## config.mk

```make
export PLATFORM = sky130hd
export DESIGN_NAME = sync_serial_xcvr
export DESIGN_NICKNAME = d
export VERILOG_FILES = /design/src/rtl/xcvr_pkg.sv /design/src/rtl/xcvr_ctrl.sv /design/src/rtl/xcvr_datapath.sv /design/src/rtl/sync_serial_xcvr.sv
export SDC_FILE = /design/constraint.sdc
export NUM_CORES = 1
export LEC_CHECK = 0
export ABC_CLOCK_PERIOD_IN_PS = 4010
export CORE_MARGIN = 2
export CORE_UTILIZATION = 60
export DETAILED_ROUTE_END_ITERATION = 8
export PLACE_DENSITY = 0.89
export SLEW_MARGIN = 20
export SYNTH_ARGS = -nofsm -noshare
export SYNTH_HDL_FRONTEND = slang
export SYNTH_SLANG_ARGS = --single-unit
```

## constraint.sdc

```tcl
create_clock -name clk -period 4.01 [get_ports clk]
set_clock_uncertainty 0.05 [all_clocks]
set_input_delay 0.802 -clock clk [delete_from_list [all_inputs] [get_ports clk]]
set_output_delay 0.802 -clock clk [all_outputs]
set_load 0.02 [all_outputs]
```

## src/rtl/xcvr_pkg.sv

```systemverilog
package xcvr_pkg;
  localparam int DATA_W = 8;
  localparam int DIV_W  = 8;
  localparam int ADDR_W = 3;

  localparam logic [ADDR_W-1:0] ADDR_TXBUF = 3'd0;
  localparam logic [ADDR_W-1:0] ADDR_RXBUF = 3'd1;
  localparam logic [ADDR_W-1:0] ADDR_STAT  = 3'd2;
  localparam logic [ADDR_W-1:0] ADDR_CTL   = 3'd3;
  localparam logic [ADDR_W-1:0] ADDR_DIV   = 3'd4;

  localparam int ST_TXEMPTY = 0;
  localparam int ST_TXEND   = 1;
  localparam int ST_RXFULL  = 2;
  localparam int ST_OVR     = 3;

  typedef struct packed {
    logic startFrame;
    logic riseEdge;
    logic fallEdge;
    logic frameEnd;
  } xcvrStrobe_t;
endpackage

```

## src/rtl/xcvr_ctrl.sv

```systemverilog
module xcvr_ctrl
  import xcvr_pkg::*;
#(
  parameter int NBITS = DATA_W,
  parameter int DIVW  = DIV_W
) (
  input  logic            clk,
  input  logic            rst,
  input  logic [DIVW-1:0] divVal,
  input  logic            txEn,
  input  logic            rxEn,
  input  logic            txEmpty,
  input  logic            overrun,
  output xcvrStrobe_t     stb,
  output logic            sclk
);
  localparam int BCW = (NBITS > 1) ? $clog2(NBITS) : 1;
  localparam logic [BCW-1:0] LAST_BIT = BCW'(NBITS - 1);

  logic            busy;
  logic [DIVW-1:0] halfCnt;
  logic [BCW-1:0]  bitCnt;
  logic            startNow;
  logic            tick;

  always_comb begin
    startNow = !busy && !overrun && ((txEn && !txEmpty) || (!txEn && rxEn));
    tick     = busy && (halfCnt == '0);
    stb.startFrame = startNow;
    stb.riseEdge   = tick && !sclk;
    stb.fallEdge   = tick && sclk && (bitCnt != LAST_BIT);
    stb.frameEnd   = tick && sclk && (bitCnt == LAST_BIT);
  end

  always_ff @(posedge clk) begin
    if (rst) begin
      busy    <= 1'b0;
      sclk    <= 1'b1;
      halfCnt <= '0;
      bitCnt  <= '0;
    end else if (startNow) begin
      busy    <= 1'b1;
      sclk    <= 1'b0;
      halfCnt <= divVal;
      bitCnt  <= '0;
    end else if (busy) begin
      if (halfCnt != '0) begin
        halfCnt <= halfCnt - 1'b1;
      end else begin
        halfCnt <= divVal;
        if (!sclk) begin
          sclk <= 1'b1;
        end else if (bitCnt == LAST_BIT) begin
          busy <= 1'b0;
        end else begin
          sclk   <= 1'b0;
          bitCnt <= bitCnt + 1'b1;
        end
      end
    end
  end


  idle_clock_high_chk: assert property (@(posedge clk) disable iff (rst)
    !busy |-> sclk);


  half_period_hold_chk: assert property (@(posedge clk) disable iff (rst)
    (busy && halfCnt != '0 && !startNow) |=> $stable(sclk));
endmodule

```

## src/rtl/xcvr_datapath.sv

```systemverilog
module xcvr_datapath
  import xcvr_pkg::*;
#(
  parameter int NBITS = DATA_W,
  parameter int DIVW  = DIV_W,
  parameter int AW    = ADDR_W
) (
  input  logic             clk,
  input  logic             rst,
  input  xcvrStrobe_t      stb,
  input  logic             wrEn,
  input  logic             rdEn,
  input  logic [AW-1:0]    addr,
  input  logic [NBITS-1:0] wrData,
  input  logic             rxd,
  output logic [NBITS-1:0] rdData,
  output logic             txd,
  output logic             txEn,
  output logic             rxEn,
  output logic             txEmpty,
  output logic             overrun,
  output logic [DIVW-1:0]  divVal
);
  logic [NBITS-1:0] txBuf, txShift, rxShift, rxBuf;
  logic             txEnd, rxFull;
  logic             wrTx, rdRx, wrStat, wrCtl, wrDiv;
  logic [NBITS-1:0] loadVal;

  always_comb begin
    wrTx    = wrEn && (addr == ADDR_TXBUF);
    rdRx    = rdEn && (addr == ADDR_RXBUF);
    wrStat  = wrEn && (addr == ADDR_STAT);
    wrCtl   = wrEn && (addr == ADDR_CTL);
    wrDiv   = wrEn && (addr == ADDR_DIV);
    loadVal = txEn ? txBuf : '1;
  end

  always_comb begin
    rdData = '0;
    unique case (addr)
      ADDR_RXBUF: rdData = rxBuf;
      ADDR_STAT: begin
        rdData[ST_TXEMPTY] = txEmpty;
        rdData[ST_TXEND]   = txEnd;
        rdData[ST_RXFULL]  = rxFull;
        rdData[ST_OVR]     = overrun;
      end
      ADDR_CTL: begin
        rdData[0] = txEn;
        rdData[1] = rxEn;
      end
      ADDR_DIV: rdData[DIVW-1:0] = divVal;
      default: rdData = '0;
    endcase
  end

  // shifters and output pin
  always_ff @(posedge clk) begin
    if (rst) begin
      txShift <= '1;
      rxShift <= '0;
      txd     <= 1'b1;
    end else begin
      if (stb.startFrame) begin
        txShift <= loadVal;
        txd     <= loadVal[0];
      end else if (stb.fallEdge) begin
        txShift <= {1'b1, txShift[NBITS-1:1]};
        txd     <= txShift[1];
      end
      if (stb.riseEdge) rxShift <= {rxd, rxShift[NBITS-1:1]};
    end
  end

  // CPU-visible registers and flags
  always_ff @(posedge clk) begin
    if (rst) begin
      txBuf   <= '0;
      rxBuf   <= '0;
      txEmpty <= 1'b1;
      txEnd   <= 1'b1;
      rxFull  <= 1'b0;
      overrun <= 1'b0;
      txEn    <= 1'b0;
      rxEn    <= 1'b0;
      divVal  <= '0;
    end else begin
      if (stb.startFrame && txEn) txEmpty <= 1'b1;
      if (stb.frameEnd && txEmpty) txEnd <= 1'b1;
      if (wrTx) begin
        txBuf   <= wrData;
        txEmpty <= 1'b0;
        txEnd   <= 1'b0;
      end
      if (stb.frameEnd && rxEn && !rxFull) begin
        rxBuf  <= rxShift;
        rxFull <= 1'b1;
      end else if (rdRx) begin
        rxFull <= 1'b0;
      end
      if (stb.frameEnd && rxEn && rxFull) overrun <= 1'b1;
      else if (wrStat && !wrData[ST_OVR]) overrun <= 1'b0;
      if (wrCtl) begin
        txEn <= wrData[0];
        rxEn <= wrData[1];
      end
      if (wrDiv) divVal <= wrData[DIVW-1:0];
    end
  end


  tx_write_clears_empty_chk: assert property (@(posedge clk) disable iff (rst)
    wrTx |=> (!txEmpty && !txEnd));


  end_implies_empty_chk: assert property (@(posedge clk) disable iff (rst)
    txEnd |-> txEmpty);


  rx_read_clears_full_chk: assert property (@(posedge clk) disable iff (rst)
    (rdRx && !stb.frameEnd) |=> !rxFull);


  overrun_keeps_data_chk: assert property (@(posedge clk) disable iff (rst)
    (stb.frameEnd && rxEn && rxFull) |=> (overrun && $stable(rxBuf)));


  overrun_blocks_start_chk: assert property (@(posedge clk) disable iff (rst)
    overrun |-> !stb.startFrame);


  overrun_write_one_chk: assert property (@(posedge clk) disable iff (rst)
    (overrun && wrStat && wrData[ST_OVR]) |=> overrun);
endmodule

```

## src/rtl/sync_serial_xcvr.sv

```systemverilog
module sync_serial_xcvr
  import xcvr_pkg::*;
(
  input  logic              clk,
  input  logic              rst,
  input  logic              wrEn,
  input  logic              rdEn,
  input  logic [ADDR_W-1:0] addr,
  input  logic [DATA_W-1:0] wrData,
  output logic [DATA_W-1:0] rdData,
  output logic              sclkOut,
  output logic              txdOut,
  input  logic              rxdIn
);
  xcvrStrobe_t      stb;
  logic             txEn, rxEn, txEmpty, overrun;
  logic [DIV_W-1:0] divVal;

  xcvr_ctrl #(.NBITS(DATA_W), .DIVW(DIV_W)) u_ctrl (
    .clk     (clk),
    .rst     (rst),
    .divVal  (divVal),
    .txEn    (txEn),
    .rxEn    (rxEn),
    .txEmpty (txEmpty),
    .overrun (overrun),
    .stb     (stb),
    .sclk    (sclkOut)
  );

  xcvr_datapath #(.NBITS(DATA_W), .DIVW(DIV_W), .AW(ADDR_W)) u_dp (
    .clk     (clk),
    .rst     (rst),
    .stb     (stb),
    .wrEn    (wrEn),
    .rdEn    (rdEn),
    .addr    (addr),
    .wrData  (wrData),
    .rxd     (rxdIn),
    .rdData  (rdData),
    .txd     (txdOut),
    .txEn    (txEn),
    .rxEn    (rxEn),
    .txEmpty (txEmpty),
    .overrun (overrun),
    .divVal  (divVal)
  );
endmodule

```

==> impl_metrics.py, run 1 <==
metrics = {
    "logic_synthesis": {
        "ys_seq_elements": 59,
        "synthesis.area_um2": 2720,
        "synth_area_leaders": "dfxtp_1 (43%), mux2i_1 (10%), nor2_1 (6.3%), nand2_1 (5.2%), a21oi_1 (3.5%)",
        "synth_nets": 336,
        "syn-instance-count": 316,
        "synth_edf_count": 0,
        "synth_warnings": 0,
        "synth-seq-area-share_pct": 43.4,
        "yosys_most_used_dff": "dfxtp_1",
        "post_synth.cell_area_avg_um2": 8.61,
        "asyncSetResetFlopFracSynth_pct": 0,
        "yosys.area.top_type": "dfxtp_1",
        "netlist-cell-type-count": 45,
        "post-synth-top-area-fraction_pct": 43.4,
    },
    "place": {
        "gpl.final_weighted_congestion": 0.964,
        "portBuffers": 25,
        "dp_cells": 378,
        "place_hpwl_um": 4310,
    },
    "grt": {
        "antenna_found_initial": 0,
        "track_usage_pct": 27.5,
        "grt_max_degree": 59,
        "grt_pass1_vias": 2265,
        "grt-ovfl-total": 0,
        "grt_first_pass_wirelength_um": 10700,
    },
    "detailed_routing": {
        "route.detailed.drc": 0,
        "wl_per_cell_um": 16.6,
        "final_antenna_net_count": 0,
        "drt_wl_total_um": 6550,
        "vias": 2431,
        "drt_iter0_markers": 180,
        "post_drt_via_cell_ratio": 6.17,
        "detailedRoute.firstPassIterationCount": 5,
    },
    "worst_setup_path": {
        "reg2reg_to": "u_ctrl.halfCnt[4]",
        "ff2ff_setup_slack_ns": 1.61,
        "critical_path_source": "addr[2]",
        "critical-path-max-stage-delay_ns": 0.63,
        "crit_arrival_ns": 2.70,
        "r2r-start": "u_ctrl.halfCnt[0]",
        "worst_path_most_repeated_cell": "clkdlybuf4s50_1",
        "worstPathMaxFanout": 10,
        "worstPathRequired_ns": 3.16,
        "crit_path_start_kind": "input pin",
        "ws_path_type": "input pin to primary output",
        "worstPathCellList": "clkdlybuf4s50_1 -> nor2b_1 -> a22oi_1 -> o21ai_0 -> clkdlybuf4s50_1",
        "cp_top_family": "buffers and inverters",
        "worstSetupEndpointType": "primary output",
        "crit_buf_inv": 2,
        "slowest_stage": "clkdlybuf4s50_1",
        "r2r.worst_path.cells": 6,
    },
    "clock_network": {
        "clock_sinks": 59,
        "clk_pin_slew_ns": 0.07,
        "cts_post_setup_buffers_inserted": 0,
        "clock_tree.root_cell": "clkbuf_8",
        "hold_buf_count_cts": 0,
        "tritoncts": "done",
        "cts_resized": 0,
        "clk_path_buf_depth": 2,
        "htreeDepth": 3,
        "cts-buffers-inserted": 9,
        "clk-insertion-delay-late_ns": 0.35,
    },
    "finish": {
        "final_nets": 357,
        "seq_area_um2": 1180,
        "final_cell_count_no_fill": 394,
        "drive_above_1_share_pct": 7.60,
        "areaGrowthSynthToFinish_pct": 17.7,
        "antennaDiodeCount": 0,
        "multi_input_area_um2": 1430,
        "fillerInstances": 315,
    },
    "power": {
        "p_leak_nw": 1.22,
        "powerDensity_nw_per_um2": 424,
        "irDropWorstVdd_mv": 0.293,
        "post-layout-total-power_mw": 1.36,
    },
    "run": {
        "drv_cap": 0,
    },
    "timing": {
        "grt_setup_unrepaired": "false",
        "setup-tns-final_ns": 0,
        "report.final.hold_viol_count": 0,
        "final-setup-viol-count": 0,
        "post-route-period-util_pct": 88.5,
        "slew-limit-headroom_pct": 34.9,
        "final_period_minus_worst_setup_slack_ns": 3.55,
        "fmaxAchievable_mhz": 282,
        "timing.final.max_slew_violations": 0,
        "timing_worst_slew_pin_value_ns": 0.976,
    },
    "floorplan": {
        "pin_count": 26,
        "die_area_um2": 5090,
        "die_y_um": 71.3,
        "initial_core_utilization_pct": 62.5,
        "die_width_um": 71.3,
        "core.rowCount": 24,
        "fp.coreArea_um2": 4350,
    },
    "worst_hold_path": {
        "whs_path_depth": 2,
        "holdPathEnd": "u_dp.txBuf[7]",
        "timing.hold.worst.start": "u_dp.txBuf[7]",
        "hold_path_class": "flop to flop",
    },
    "outcome": {
        "status": "finished clean",
    },
}
## flip-flops by register name, summed over array words and instances (netlist names)
| signal | count |
|---|---|
| u_dp.rxBuf | 8 |
| u_dp.txEmpty | 1 |
| u_dp.txBuf | 8 |
| u_dp.rxEn | 1 |
| u_dp.txShift | 8 |
| u_dp.txEn | 1 |
| u_ctrl.bitCnt | 3 |
| u_dp.rxShift | 8 |
| u_ctrl.halfCnt | 8 |
| u_ctrl.sclk | 1 |
| u_dp.divVal | 8 |
| u_dp.overrun | 1 |
| u_dp.txEnd | 1 |
| u_ctrl.busy | 1 |
| u_dp.rxFull | 1 |
## report_power, final
group | switching [mW] | leakage, nW | internal [mW]
Sequential | 0.0141 | 0.477 | 0.598
Clock | 0.254 | 0.112 | 0.386
Combinational | 0.0590 | 0.631 | 0.0456
## final cells by class
| class | count | share of cell area (%) |
|---|---|---|
| Multi-Input combinational cell | 233 | 44.5 |
| Timing Repair Buffer | 29 | 8.60 |
| Sequential cell | 59 | 36.9 |
| Clock inverter | 5 | 2.62 |
| Tap cell | 52 | 2.03 |
| Inverter | 5 | 0.586 |
| Clock buffer | 11 | 4.73 |
## layout by cell type (no fill, tap or decap), types with 4 or more instances in the layout
master           instances
dfxtp_1                 59
nor4_1                   5
nor2_1                  46
nand2_1                 38
nor3_1                   7
o21ai_0                  8
nand3_1                  9
clkbuf_8                11
nor2b_1                  6
mux2i_1                 28
clkdlybuf4s50_1         24
ha_1                     4
nor3b_1                  4
nand2b_1                 6
a22oi_1                  8
a31oi_1                  9
buf_4                    4
inv_1                    5
a21oi_1                 19
## routing by layer
| layer | global-route usage (%) | share of wire (%) |
|---|---|---|
| met1 | 34.0 | 43 |
| met2 | 44.0 | 47 |
| met3 | 9.42 | 7.1 |
| met4 | 11.3 | 2.4 |
| met5 | 0 | 0 |
## synth_stat cells, types with 2 or more instances
master    count
dfxtp_1      59
nor2_1       46
nand2_1      38
mux2i_1      28
a21oi_1      19
clkbuf_1     12
a31oi_1       9
nand3_1       9
a22oi_1       8
o21ai_0       8
nor3_1        7
nand2b_1      6
nor2b_1       6
inv_1         5
nor4_1        5
ha_1          4
nor3b_1       4
buf_1         3
buf_6         3
o21bai_1      3
o22ai_1       3
or3_1         3
a221o_1       2
o211ai_1      2
o31ai_1       2
or4_4         2
xnor2_1       2
## worst max-delay path by stage
stage,slack (ns),cells after the start,to
2_1_floorplan,1.19,5,rdData[2]
3_3_place_gp,0.56,5,rdData[3]
3_5_place_dp,0.51,5,rdData[3]
4_1_cts,0.49,5,rdData[3]
5_1_grt,0.37,5,rdData[3]
6_report,0.46,5,rdData[3]
## worst register-to-register path: cells and delay by family, from the launching register on
kind / cells / cell delay (ns)
AND/OR/NAND/NOR: 1 / 0.59
flip-flops: 1 / 0.36
buffers and inverters: 1 / 0.10
adder cells (fa/ha/maj): 1 / 0.19
AO/OA/AOI/OAI: 3 / 1.01
## kinds of logic after synthesis
group,Yosys count,share of synthesized area (%)
buf+inv,24,4.19
compound gates,64,15.2
simple gates,135,24.4
flops,59,43.4
fa+ha+maj,4,1.84
mux,28,10.3
xor+xnor,2,0.644
## per-stage QoR
step           cell area, um^2  utilization [%]  setup slack [ns]  hold WS [ns]
2_1_floorplan             2720                -              1.19         0.386
4_1_cts                   3200             73.5             0.489         0.408
3_5_place_dp              2970             68.1             0.507         0.399
5_1_grt                   3200             73.5             0.367         0.432
3_3_place_gp              2970             68.1             0.560         0.393
6_report                  3200             73.5             0.461         0.407
No activity file was read; power rests on OpenSTA's default activity.
==> run 2, diff against run 1 <==
- SLEW_MARGIN: 20 -> 10
==> results of run 2 <==
Final layout, timing and power as in run 1 (identical DEF).
